$ cat config.mk
export PLATFORM = sky130hd
export DESIGN_NAME = qspi_cmd_responder
export DESIGN_NICKNAME = d
export VERILOG_FILES = /design/src/rtl/qspi_resp_pkg.sv /design/src/rtl/qspi_xact_fsm.sv /design/src/rtl/qspi_cfg_store.sv /design/src/rtl/qspi_nib_driver.sv /design/src/rtl/qspi_cmd_responder.sv
export SDC_FILE = /design/constraint.sdc
export NUM_CORES = 1
export LEC_CHECK = 0
export CORE_MARGIN = 2
export CORE_UTILIZATION = 45
export CTS_CLUSTER_SIZE = 25
export DETAILED_ROUTE_END_ITERATION = 8
export DONT_BUFFER_PORTS = 1
export PLACE_DENSITY = 0.71
export SETUP_SLACK_MARGIN = 0.05
export SLEW_MARGIN = 20
export SYNTH_ARGS = -nofsm -noshare
export SYNTH_HDL_FRONTEND = slang
export SYNTH_SLANG_ARGS = --single-unit
export TNS_END_PERCENT = 100
$ cat constraint.sdc
create_clock -name sclk -period 3.3 [get_ports sclk]
set_input_delay 0.66 -clock sclk [delete_from_list [all_inputs] [get_ports sclk]]
set_output_delay 0.66 -clock sclk [all_outputs]
set_load 0.005 [all_outputs]
$ cat src/rtl/qspi_resp_pkg.sv
`timescale 1ns/1ps
package qspi_resp_pkg;

    localparam int LANES     = 4;
    localparam int BYTE_NIBS = 8 / LANES;
    localparam int ID_NIBS   = 24 / LANES;
    localparam int CNT_W     = 3;

    localparam logic [7:0] OPC_ID_RD    = 8'hAF;
    localparam logic [7:0] OPC_VCFG_RD  = 8'h85;
    localparam logic [7:0] OPC_VCFG_WR  = 8'h81;
    localparam logic [7:0] OPC_ECFG_RD  = 8'h65;
    localparam logic [7:0] OPC_ECFG_WR  = 8'h61;
    localparam logic [7:0] OPC_NVCFG_WR = 8'hB1;
    localparam logic [7:0] OPC_SLEEP    = 8'hB9;
    localparam logic [7:0] OPC_WAKE     = 8'hAB;

    typedef enum logic [2:0] {
        ST_STANDBY,
        ST_OPCODE,
        ST_WDATA,
        ST_RDATA,
        ST_ARMED,
        ST_IGNORE
    } xact_state_t;

    typedef enum logic [1:0] {
        SRC_ID,
        SRC_VCFG,
        SRC_ECFG
    } rd_src_t;

    typedef enum logic [1:0] {
        DST_VCFG,
        DST_ECFG,
        DST_NVCFG
    } wr_dst_t;

    typedef enum logic {
        ARM_SLEEP,
        ARM_WAKE
    } arm_t;

    typedef enum logic {
        PWR_ON,
        PWR_DEEP
    } pwr_state_t;

    typedef enum logic {
        NV_IDLE,
        NV_BUSY
    } nv_state_t;

endpackage

$ cat src/rtl/qspi_xact_fsm.sv
`timescale 1ns/1ps
module qspi_xact_fsm
    import qspi_resp_pkg::*;
(
    input  logic             clk,
    input  logic             rst_n,
    input  logic             cs_n,
    input  logic [LANES-1:0] dq_in,
    input  logic             deep_pd,
    input  logic             wip,
    input  logic             array_busy,
    output logic             rd_active,
    output rd_src_t          rd_src,
    output logic [CNT_W-1:0] rd_ptr,
    output logic             cmt_vcfg,
    output logic             cmt_ecfg,
    output logic             cmt_nvcfg,
    output logic             cmt_sleep,
    output logic             cmt_wake,
    output logic [15:0]      wr_data
);

    localparam logic [CNT_W-1:0] NEED_BYTE = CNT_W'(BYTE_NIBS);
    localparam logic [CNT_W-1:0] NEED_WORD = CNT_W'(2 * BYTE_NIBS);
    localparam logic [CNT_W-1:0] ID_LAST   = CNT_W'(ID_NIBS - 1);

    xact_state_t      state, state_nx, dec_state;
    rd_src_t          dec_src;
    wr_dst_t          wr_dst, dec_dst;
    arm_t             arm_kind, dec_arm;
    logic [LANES-1:0] opc_hi;
    logic [7:0]       full_opc;
    logic [15:0]      wbuf;
    logic [CNT_W-1:0] nib_cnt;
    logic [CNT_W-1:0] need;
    logic             exact;

    assign need     = (wr_dst == DST_NVCFG) ? NEED_WORD : NEED_BYTE;
    assign full_opc = {opc_hi, dq_in};

    // opcode decode, used on the second opcode nibble
    always_comb begin
        dec_state = ST_IGNORE;
        dec_src   = SRC_ID;
        dec_dst   = DST_VCFG;
        dec_arm   = ARM_SLEEP;
        if (deep_pd) begin
            if (full_opc == OPC_WAKE) begin
                dec_state = ST_ARMED;
                dec_arm   = ARM_WAKE;
            end
        end else begin
            unique case (full_opc)
                OPC_ID_RD: begin
                    if (!(array_busy || wip)) begin
                        dec_state = ST_RDATA;
                        dec_src   = SRC_ID;
                    end
                end
                OPC_VCFG_RD: begin
                    dec_state = ST_RDATA;
                    dec_src   = SRC_VCFG;
                end
                OPC_ECFG_RD: begin
                    dec_state = ST_RDATA;
                    dec_src   = SRC_ECFG;
                end
                OPC_VCFG_WR: begin
                    dec_state = ST_WDATA;
                    dec_dst   = DST_VCFG;
                end
                OPC_ECFG_WR: begin
                    dec_state = ST_WDATA;
                    dec_dst   = DST_ECFG;
                end
                OPC_NVCFG_WR: begin
                    if (!wip) begin
                        dec_state = ST_WDATA;
                        dec_dst   = DST_NVCFG;
                    end
                end
                OPC_SLEEP: begin
                    dec_state = ST_ARMED;
                    dec_arm   = ARM_SLEEP;
                end
                OPC_WAKE: begin
                    dec_state = ST_ARMED;
                    dec_arm   = ARM_WAKE;
                end
                default: dec_state = ST_IGNORE;
            endcase
        end
    end

    // next-state logic
    always_comb begin
        state_nx = state;
        if (cs_n) begin
            state_nx = ST_STANDBY;
        end else begin
            unique case (state)
                ST_STANDBY: state_nx = ST_OPCODE;
                ST_OPCODE:  state_nx = dec_state;
                ST_WDATA:   if (nib_cnt == need) state_nx = ST_IGNORE;
                ST_RDATA:   if (rd_src == SRC_ID && rd_ptr == ID_LAST) state_nx = ST_IGNORE;
                ST_ARMED:   state_nx = ST_IGNORE;
                ST_IGNORE:  state_nx = ST_IGNORE;
                default:    state_nx = ST_IGNORE;
            endcase
        end
    end

    // state register
    always_ff @(posedge clk or negedge rst_n) begin
        if (!rst_n) state <= ST_STANDBY;
        else        state <= state_nx;
    end

    // transaction datapath
    always_ff @(posedge clk or negedge rst_n) begin
        if (!rst_n) begin
            opc_hi   <= '0;
            wbuf     <= '0;
            nib_cnt  <= '0;
            rd_ptr   <= '0;
            rd_src   <= SRC_ID;
            wr_dst   <= DST_VCFG;
            arm_kind <= ARM_SLEEP;
        end else if (!cs_n) begin
            unique case (state)
                ST_STANDBY: opc_hi <= dq_in;
                ST_OPCODE: begin
                    rd_src   <= dec_src;
                    wr_dst   <= dec_dst;
                    arm_kind <= dec_arm;
                    nib_cnt  <= '0;
                    rd_ptr   <= '0;
                    wbuf     <= '0;
                end
                ST_WDATA: begin
                    wbuf    <= {wbuf[15-LANES:0], dq_in};
                    nib_cnt <= nib_cnt + 1'b1;
                end
                ST_RDATA: rd_ptr <= rd_ptr + 1'b1;
                default: ;
            endcase
        end
    end

    // outputs: commit strobes on an exact boundary at deselect
    always_comb begin
        exact     = cs_n && (state == ST_WDATA) && (nib_cnt == need);
        cmt_vcfg  = exact && (wr_dst == DST_VCFG);
        cmt_ecfg  = exact && (wr_dst == DST_ECFG);
        cmt_nvcfg = exact && (wr_dst == DST_NVCFG);
        cmt_sleep = cs_n && (state == ST_ARMED) && (arm_kind == ARM_SLEEP);
        cmt_wake  = cs_n && (state == ST_ARMED) && (arm_kind == ARM_WAKE);
        rd_active = !cs_n && (state == ST_RDATA);
        wr_data   = wbuf;
    end

endmodule

$ cat src/rtl/qspi_cfg_store.sv
`timescale 1ns/1ps
module qspi_cfg_store
    import qspi_resp_pkg::*;
#(
    parameter logic [7:0]  VCFG_RST  = 8'hFB,
    parameter logic [7:0]  ECFG_RST  = 8'hDF,
    parameter logic [15:0] NVCFG_RST = 16'hFFFF,
    parameter int          NV_WAIT   = 64
) (
    input  logic        clk,
    input  logic        rst_n,
    input  logic        cmt_vcfg,
    input  logic        cmt_ecfg,
    input  logic        cmt_nvcfg,
    input  logic        cmt_sleep,
    input  logic        cmt_wake,
    input  logic [15:0] wr_data,
    output logic [7:0]  vcfg,
    output logic [7:0]  ecfg,
    output logic [15:0] nvcfg,
    output logic        wip,
    output logic        deep_pd
);

    localparam int NW_W = (NV_WAIT < 2) ? 1 : $clog2(NV_WAIT);
    localparam logic [NW_W-1:0] NW_LOAD = NW_W'(NV_WAIT - 1);

    pwr_state_t      pwr, pwr_nx;
    nv_state_t       nv, nv_nx;
    logic [NW_W-1:0] nv_cnt;
    logic [15:0]     nv_hold;

    // power machine
    always_comb begin
        pwr_nx = pwr;
        unique case (pwr)
            PWR_ON:   if (cmt_sleep) pwr_nx = PWR_DEEP;
            PWR_DEEP: if (cmt_wake)  pwr_nx = PWR_ON;
            default:  pwr_nx = PWR_ON;
        endcase
    end

    // non-volatile write machine
    always_comb begin
        nv_nx = nv;
        unique case (nv)
            NV_IDLE: if (cmt_nvcfg) nv_nx = NV_BUSY;
            NV_BUSY: if (nv_cnt == '0) nv_nx = NV_IDLE;
            default: nv_nx = NV_IDLE;
        endcase
    end

    always_ff @(posedge clk or negedge rst_n) begin
        if (!rst_n) begin
            pwr <= PWR_ON;
            nv  <= NV_IDLE;
        end else begin
            pwr <= pwr_nx;
            nv  <= nv_nx;
        end
    end

    always_ff @(posedge clk or negedge rst_n) begin
        if (!rst_n) begin
            vcfg    <= VCFG_RST;
            ecfg    <= ECFG_RST;
            nvcfg   <= NVCFG_RST;
            nv_hold <= NVCFG_RST;
            nv_cnt  <= '0;
        end else begin
            if (cmt_vcfg) vcfg <= wr_data[7:0];
            if (cmt_ecfg) ecfg <= wr_data[7:0];
            if (nv == NV_IDLE && cmt_nvcfg) begin
                nv_hold <= {wr_data[7:0], wr_data[15:8]};
                nv_cnt  <= NW_LOAD;
            end else if (nv == NV_BUSY) begin
                if (nv_cnt == '0) nvcfg  <= nv_hold;
                else              nv_cnt <= nv_cnt - 1'b1;
            end
        end
    end

    always_comb begin
        wip     = (nv == NV_BUSY);
        deep_pd = (pwr == PWR_DEEP);
    end

endmodule

$ cat src/rtl/qspi_nib_driver.sv
`timescale 1ns/1ps
module qspi_nib_driver
    import qspi_resp_pkg::*;
#(
    parameter logic [7:0]  MFR_ID = 8'h5A,
    parameter logic [15:0] DEV_ID = 16'h3C71
) (
    input  logic             clk,
    input  logic             rst_n,
    input  logic             rd_active,
    input  rd_src_t          rd_src,
    input  logic [CNT_W-1:0] rd_ptr,
    input  logic [7:0]       vcfg,
    input  logic [7:0]       ecfg,
    output logic [LANES-1:0] dq_q,
    output logic             oe_q
);

    localparam logic [ID_NIBS*LANES-1:0] ID_WORD = {MFR_ID, DEV_ID};

    logic [LANES-1:0] id_nib;
    logic [LANES-1:0] nib_sel;
    logic [7:0]       reg_byte;

    always_comb begin
        id_nib = '0;
        for (int i = 0; i < ID_NIBS; i++) begin
            if (rd_ptr == CNT_W'(i)) id_nib = ID_WORD[(ID_NIBS-1-i)*LANES +: LANES];
        end
    end

    always_comb begin
        reg_byte = (rd_src == SRC_ECFG) ? ecfg : vcfg;
        if (rd_src == SRC_ID) nib_sel = id_nib;
        else                  nib_sel = rd_ptr[0] ? reg_byte[3:0] : reg_byte[7:4];
    end

    // launch on the falling edge
    always_ff @(negedge clk or negedge rst_n) begin
        if (!rst_n) begin
            dq_q <= '0;
            oe_q <= 1'b0;
        end else begin
            dq_q <= nib_sel;
            oe_q <= rd_active;
        end
    end

endmodule

$ cat src/rtl/qspi_cmd_responder.sv
`timescale 1ns/1ps
module qspi_cmd_responder
    import qspi_resp_pkg::*;
#(
    parameter logic [7:0]  MFR_ID    = 8'h5A,
    parameter logic [15:0] DEV_ID    = 16'h3C71,
    parameter logic [7:0]  VCFG_RST  = 8'hFB,
    parameter logic [7:0]  ECFG_RST  = 8'hDF,
    parameter logic [15:0] NVCFG_RST = 16'hFFFF,
    parameter int          NV_WAIT   = 64
) (
    input  logic        sclk,
    input  logic        rst_n,
    input  logic        cs_n,
    input  logic [3:0]  dq_in,
    input  logic        array_busy,
    output logic [3:0]  dq_out,
    output logic        dq_oe,
    output logic        wip,
    output logic        deep_pd,
    output logic [15:0] nv_cfg
);

    rd_src_t          rd_src;
    logic [CNT_W-1:0] rd_ptr;
    logic             rd_active;
    logic             cmt_vcfg, cmt_ecfg, cmt_nvcfg, cmt_sleep, cmt_wake;
    logic [15:0]      wr_data;
    logic [7:0]       vcfg_w, ecfg_w;
    logic             oe_q;

    qspi_xact_fsm u_fsm (
        .clk        (sclk),
        .rst_n      (rst_n),
        .cs_n       (cs_n),
        .dq_in      (dq_in),
        .deep_pd    (deep_pd),
        .wip        (wip),
        .array_busy (array_busy),
        .rd_active  (rd_active),
        .rd_src     (rd_src),
        .rd_ptr     (rd_ptr),
        .cmt_vcfg   (cmt_vcfg),
        .cmt_ecfg   (cmt_ecfg),
        .cmt_nvcfg  (cmt_nvcfg),
        .cmt_sleep  (cmt_sleep),
        .cmt_wake   (cmt_wake),
        .wr_data    (wr_data)
    );

    qspi_cfg_store #(
        .VCFG_RST  (VCFG_RST),
        .ECFG_RST  (ECFG_RST),
        .NVCFG_RST (NVCFG_RST),
        .NV_WAIT   (NV_WAIT)
    ) u_store (
        .clk       (sclk),
        .rst_n     (rst_n),
        .cmt_vcfg  (cmt_vcfg),
        .cmt_ecfg  (cmt_ecfg),
        .cmt_nvcfg (cmt_nvcfg),
        .cmt_sleep (cmt_sleep),
        .cmt_wake  (cmt_wake),
        .wr_data   (wr_data),
        .vcfg      (vcfg_w),
        .ecfg      (ecfg_w),
        .nvcfg     (nv_cfg),
        .wip       (wip),
        .deep_pd   (deep_pd)
    );

    qspi_nib_driver #(
        .MFR_ID (MFR_ID),
        .DEV_ID (DEV_ID)
    ) u_drv (
        .clk       (sclk),
        .rst_n     (rst_n),
        .rd_active (rd_active),
        .rd_src    (rd_src),
        .rd_ptr    (rd_ptr),
        .vcfg      (vcfg_w),
        .ecfg      (ecfg_w),
        .dq_q      (dq_out),
        .oe_q      (oe_q)
    );

    assign dq_oe = oe_q & ~cs_n;

endmodule

==> metrics.csv, run 1 <==
metric,value,unit
total die area,10400,um2
fin nets,358,
sequential share of the synthesized area,0.566,
Antenna Nets Post-Route,0,
"slowest stage cell, crit path",dfrtn_1,
worst endpoint required time,2.64,ns
critical register-to-register path endpoint,u_drv.dq_q[0]$_DFF_NN0_,
"top cells by area, synth","dfstp_2 (28%), dfrtp_1 (26%), mux2_2 (14%)",
RSZ-0062 raised after global routing,no,
Vias,2647,
post-CTS setup buffers,0,
first drt pass iteration count,4,
Psw,526,uW
Pint,1.68,mW
sw frac,0.239,
largest net degree at the start of global routing,53,
Netlist cell types,59,
Worst Setup Path Type,register to primary output,
diode count,0,
r2r startpoint,u_fsm.rd_src[0]$_DFFE_PN0P_,
Comb power frac,0.045,
WL final,7890,um
clk_lat worst skew,0.37,ns
synthesized flop and latch total,95,
area grow syn2layout,8.55,%
DIE HEIGHT,102,um
Mapped Nets,361,
layout cells sized above 1,0.391,
Final Hold Viols,0,
CP Cell Sequence,nor2b_2,
crit-path max cell delay,0.39,ns
reg2reg setup slack,0.19,ns
clock buffer count from CTS,9,
Final Max Slew Viols,0,
CP endpoint,dq_oe,
Power Dens Cells,472,nW/um2
# rows,35,
initial core utilization,0.466,
synthesized area,4300,um2
Worst-path clk slew,0.11,ns
Syn Inst Count,346,
Setup Total Neg Slack,0,ns
Leak Pwr,1.99,nW
Yosys warnings,0,
"EDFF count, synth",0,
GRT Overall Usage,0.170,
placer congestion estimate,0.845,
share of the synthesized area in the top cell type,0.281,
Startpoint Class,register,
Placed Area,4400,um2
CTS Sinks,95,
Worst Skew,0.0267,ns
vias in the first global route,2661,
critical path depth in cells,1,
H-tree depth,3,
1st-iter DRT viols,138,
CTS tree,built,
Vias per Instance,5.55,
Root Driver,clkbuf_8,
CP startpoint,u_drv.oe_q$_DFF_NN0_,
routed wire length per instance,16.5,um
die span in x,102,um
CTS Buffer Depth,2,
Port Buf Inserts,0,
Mean Syn Cell Area,12.4,um2
hold crit path type,input port to async pin,
worst-path fanout max,1,
R2R depth,4,
status,finished clean,
core box area,9240,um2
"Largest delay share family, worst path",flip-flops,
max_cap viols,0,
"Async S/R FF share, synth",1.00,
final instance area,4670,um2
critical path endpoint category,primary output,
initial antenna violation count,0,
sequential cell fraction of total power,0.556,
Slew @ Worst Pin,0.904,ns
# IOs,31,
dominant cell type by area after synthesis,dfstp_2,
Slew HR,0.392,
ys flop type,dfstp_2,
critical path buffer and inverter count,0,
# DRC,0,
hpwl dp,5170,um
maximum VDD drop,0.000226,V
global-route wire length before repair,13700,um
critical path arrival,2.52,ns
Setup Viol. Count Final,0,
GRT overflow,0,
clock share of power,0.399,
## synth_stat cells (2+ instances only)
cell type,count
nor3_1,6
mux2i_1,3
nand2_1,27
xnor2_1,4
nand2b_1,6
and2_1,2
nand3b_1,4
or3_1,2
a22o_1,16
mux2_2,54
inv_1,9
a211oi_1,4
dfrtp_1,44
clkbuf_1,10
o22ai_1,2
dfrtn_1,5
buf_2,4
a21oi_1,6
nor4_1,3
ha_1,7
o32ai_1,2
nand4_1,2
nor2_1,18
dfstp_2,46
o21ai_0,14
o41ai_1,3
a31oi_1,3
o41ai_2,3
nor2b_1,7
## registers in the layout, indices dropped and copies added, names as in the netlist, 2 cells and up, named ones only
| register | cells |
|---|---|
| u_fsm.wr_data | 16 |
| u_store.nv_hold | 16 |
| u_store.nvcfg | 16 |
| u_store.ecfg | 8 |
| u_store.vcfg | 8 |
| u_store.nv_cnt | 6 |
| u_drv.dq_q | 4 |
| u_fsm.opc_hi | 4 |
| u_fsm.nib_cnt | 3 |
| u_fsm.rd_ptr | 3 |
| u_fsm.state | 3 |
| u_fsm.rd_src | 2 |
| u_fsm.wr_dst | 2 |
## timing repair
action | in CTS | in global routing
resized for setup | 0 | 2
hold buffers | 1 | 0
endpoints found under the setup margin | 0 | 3
hold endpoints to repair | 44 | 0
## power by group through the flow
stage          logic (mW)  registers (mW)  clock network [mW]
2_1_floorplan      0.0931            1.23                   0
3_3_place_gp       0.0831            1.24                   0
5_1_grt             0.111            1.23               0.960
6_report           0.0994            1.23               0.880
4_1_cts             0.100            1.23               0.902
3_5_place_dp       0.0849            1.25                   0
## final cells by class
class	count	area, um2
clock buffers	9	124
clock inverters	7	111
fillers	808	4570
inverters	9	33.8
multi-input cells	224	1750
flip-flops and latches	95	2440
well taps	129	161
repair buffers	4	50.0
## per-layer routing
metal | global-route usage | share of wire
met4 | 0.0613 | 0.016
met1 | 0.233 | 0.45
met3 | 0.0311 | 0.040
met2 | 0.272 | 0.49
met5 | 0 | 0
## how the worst min path moves through the flow
stage / slack (ns) / end / depth (start not counted) / start
final: 0.12 / u_store.nvcfg[7]$_DFFE_PN1P_ / 0 / rst_n
after global routing: 0.10 / u_store.nv_hold[7]$_DFFE_PN1P_ / 0 / rst_n
after CTS: 0.10 / u_store.nvcfg[7]$_DFFE_PN1P_ / 0 / rst_n
after detailed placement: 0.37 / u_fsm.wr_data[13]$_DFFE_PN0P_ / 0 / rst_n
after global placement: 0.37 / u_store.nv_cnt[2]$_DFFE_PN0P_ / 0 / rst_n
after floorplan: 0.36 / async pin / 0 / rst_n
## cells by family (layout without fill, tap and decap cells)
kind of cell / Yosys count / in the layout / synth area share
AO/OA/AOI/OAI: 62 / 62 / 0.110
XOR/XNOR: 5 / 5 / 0.0102
adder cells (fa/ha/maj): 7 / 7 / 0.0204
buffers and inverters: 27 / 29 / 0.0276
flip-flops: 95 / 95 / 0.566
multiplexers: 57 / 57 / 0.148
AND/OR/NAND/NOR: 93 / 93 / 0.118
## through the flow
step	utilization	worst slack (ns)	std cells	power, mW	hold slack, ns
4_1_cts	0.505	0.0913	477	2.23	0.104
5_1_grt	0.505	0.0650	477	2.30	0.101
3_3_place_gp	0.476	0.273	460	1.33	0.368
6_report	0.505	0.120	477	2.21	0.118
2_1_floorplan	-	0.239	346	1.32	0.364
3_5_place_dp	0.476	0.195	460	1.33	0.367
## cells in the final DEF, fill, tap and decap left out, types with 5 or more instances in the layout
cell type,instances
nor2_1,17
mux2_2,54
nor2b_1,6
a22o_1,16
nor3_1,6
dfrtn_1,5
nand2b_1,6
ha_1,7
dfstp_2,46
o21ai_0,14
dfrtp_1,43
clkbuf_8,9
nand2_1,27
a21oi_1,6
inv_1,9
(Power assumes the default switching activity.)
==> run 2, diff against run 1 <==
- CORE_MARGIN: 2 -> default
==> metrics.csv, run 2 (synthesized netlist as in run 1, its figures left out) <==
metric,value,unit,change
hpwl dp,5140,um,-0.48%
Port Buf Inserts,0,,unchanged
"Largest delay share family, worst path",flip-flops,,
critical path buffer and inverter count,0,,unchanged
R2R depth,4,,unchanged
Slew HR,0.407,,+0.0156
Startpoint Class,register,,
Worst-path clk slew,0.11,ns,about the same
H-tree depth,3,,unchanged
hold crit path type,input port to async pin,,
status,finished clean,,
Power Dens Cells,450,nW/um2,-4.6%
area of the multi-input gates,1750,um2,-0.14%
final instance area,4630,um2,-0.83%
Leak Pwr,1.98,nW,-0.95%
Worst Skew,0.0210,ns,-0.00562 ns
routed wire length per instance,16.7,um,+0.99%
WL final,7960,um,+0.99%
CP Cell Sequence,nor2b_1,,
Slew @ Worst Pin,0.881,ns,-0.0233 ns
maximum VDD drop,0.000254,V,+12%
worst-path fanout max,1,,unchanged
most frequent cells in the layout,"mux2_2 (54), dfstp_2 (46), dfrtp_1 (43), nand2_1 (27), nor2_1 (17)",,
diode count,0,,unchanged
Vias,2632,,-0.57%
clk_lat worst skew,0.36,ns,about the same
initial antenna violation count,0,,unchanged
GRT Overall Usage,0.178,,+0.00785
max_cap viols,0,,unchanged
CTS Sinks,95,,unchanged
global-route wire length before repair,13900,um,+1.5%
Root Driver,clkbuf_8,,
Setup Viol. Count Final,0,,unchanged
GRT overflow,0,,unchanged
register area,2440,um2,unchanged
"slowest stage cell, crit path",dfrtn_1,,
worst endpoint required time,2.64,ns,about the same
placer congestion estimate,0.820,,-2.9%
critical path arrival,2.52,ns,about the same
"Core Util, Final",0.501,,-0.00420
DIE HEIGHT,99.8,um,-2.0%
Vias per Instance,5.52,,-0.57%
clock buffer count from CTS,9,,unchanged
pre-CTS setup slack,0.193,ns,-0.00153 ns
"most common cell after layout, fill and taps aside",mux2_2,,
fin nets,358,,unchanged
Placed Area,4400,um2,unchanged
initial core utilization,0.466,,unchanged
Final Max Slew Viols,0,,unchanged
final worst slack,0.123,ns,+0.00337 ns
# IOs,31,,unchanged
vias in the first global route,2835,,+6.5%
CTS Buffer Depth,2,,unchanged
largest net degree at the start of global routing,53,,unchanged
die span in x,99.8,um,-2.0%
first drt pass iteration count,4,,unchanged
# rows,35,,unchanged
total design power,2.09,mW,-5.4%
area grow syn2layout,7.65,%,
layout cells sized above 1,0.388,,-0.00287
critical path endpoint category,primary output,,
RSZ-0062 raised after global routing,no,,
Final Hold Viols,0,,unchanged
crit-path max cell delay,0.38,ns,about the same
core box area,9240,um2,unchanged
reg2reg setup slack,0.22,ns,+0.03 ns
Setup Total Neg Slack,0,ns,unchanged
CTS tree,built,,
Worst Setup Path Type,register to primary output,,
Antenna Nets Post-Route,0,,unchanged
1st-iter DRT viols,104,,-25%
Layout fillers,798,,-1.2%
# DRC,0,,unchanged
critical path depth in cells,1,,unchanged
total die area,9960,um2,-3.9%
run 2: cell types whose count changed in the layout (fill, tap and decap cells not counted):
cell,before,now
bufinv_16,2,0
clkbuf_8,9,10
clkinv_4,1,0
clkinvlp_4,0,1
inv_8,0,1
nor2b_1,6,7
nor2b_2,1,0
run 2: path summary, 6_finish.rpt:
kind	start	to
max in group asynchronous	rst_n	u_drv.oe_q$_DFF_NN0_
setup reg to reg	u_fsm.rd_src[0]$_DFFE_PN0P_	u_drv.dq_q[1]$_DFF_NN0_
min in group sclk	dq_in[2]	u_fsm.wr_dst[0]$_DFFE_PN0P_
hold / removal	rst_n	u_store.nv_hold[3]$_DFFE_PN1P_
setup / recovery	u_drv.oe_q$_DFF_NN0_	dq_oe
hold reg to reg	u_fsm.arm_kind$_DFFE_PN0P_	register
run 2: per-layer routing:
metal | global-route usage | share of wire
met1 | 0.231 | 0.46
met5 | 0 | 0
met2 | 0.295 | 0.49
met3 | 0.0313 | 0.029
met4 | 0.0781 | 0.021
run 2: metrics by stage:
| stage | hold WS [ns] | instances |
|---|---|---|
| 2_1_floorplan | 0.364 | 346 |
| 3_3_place_gp | 0.368 | 460 |
| 3_5_place_dp | 0.367 | 460 |
| 4_1_cts | 0.116 | 477 |
| 5_1_grt | 0.108 | 477 |
| 6_report | 0.138 | 477 |
run 2: report_power, final:
part	switching, mW	internal, mW	total, mW
sequential	0.0368	1.19	1.23
clock	0.446	0.315	0.760
combinational	0.0523	0.0471	0.0994
total	0.535	1.55	2.09
run 2: repair_timing:
item / 4_1_cts / 5_1_grt
endpoints found under the hold margin: 44 / 0
setup buffers: 0 / 0
hold buffers: 1 / 0
gates resized for setup: 0 / 1
setup endpoints to repair: 0 / 2
run 2: area by class of cell:
cell class	count	area share
clock buffer	10	0.0297
inverter	9	0.00729
clock inverter	6	0.0132
sequential	95	0.526
timing repair buffer	4	0.0108
tap	129	0.0348
multi-input combinational	224	0.378
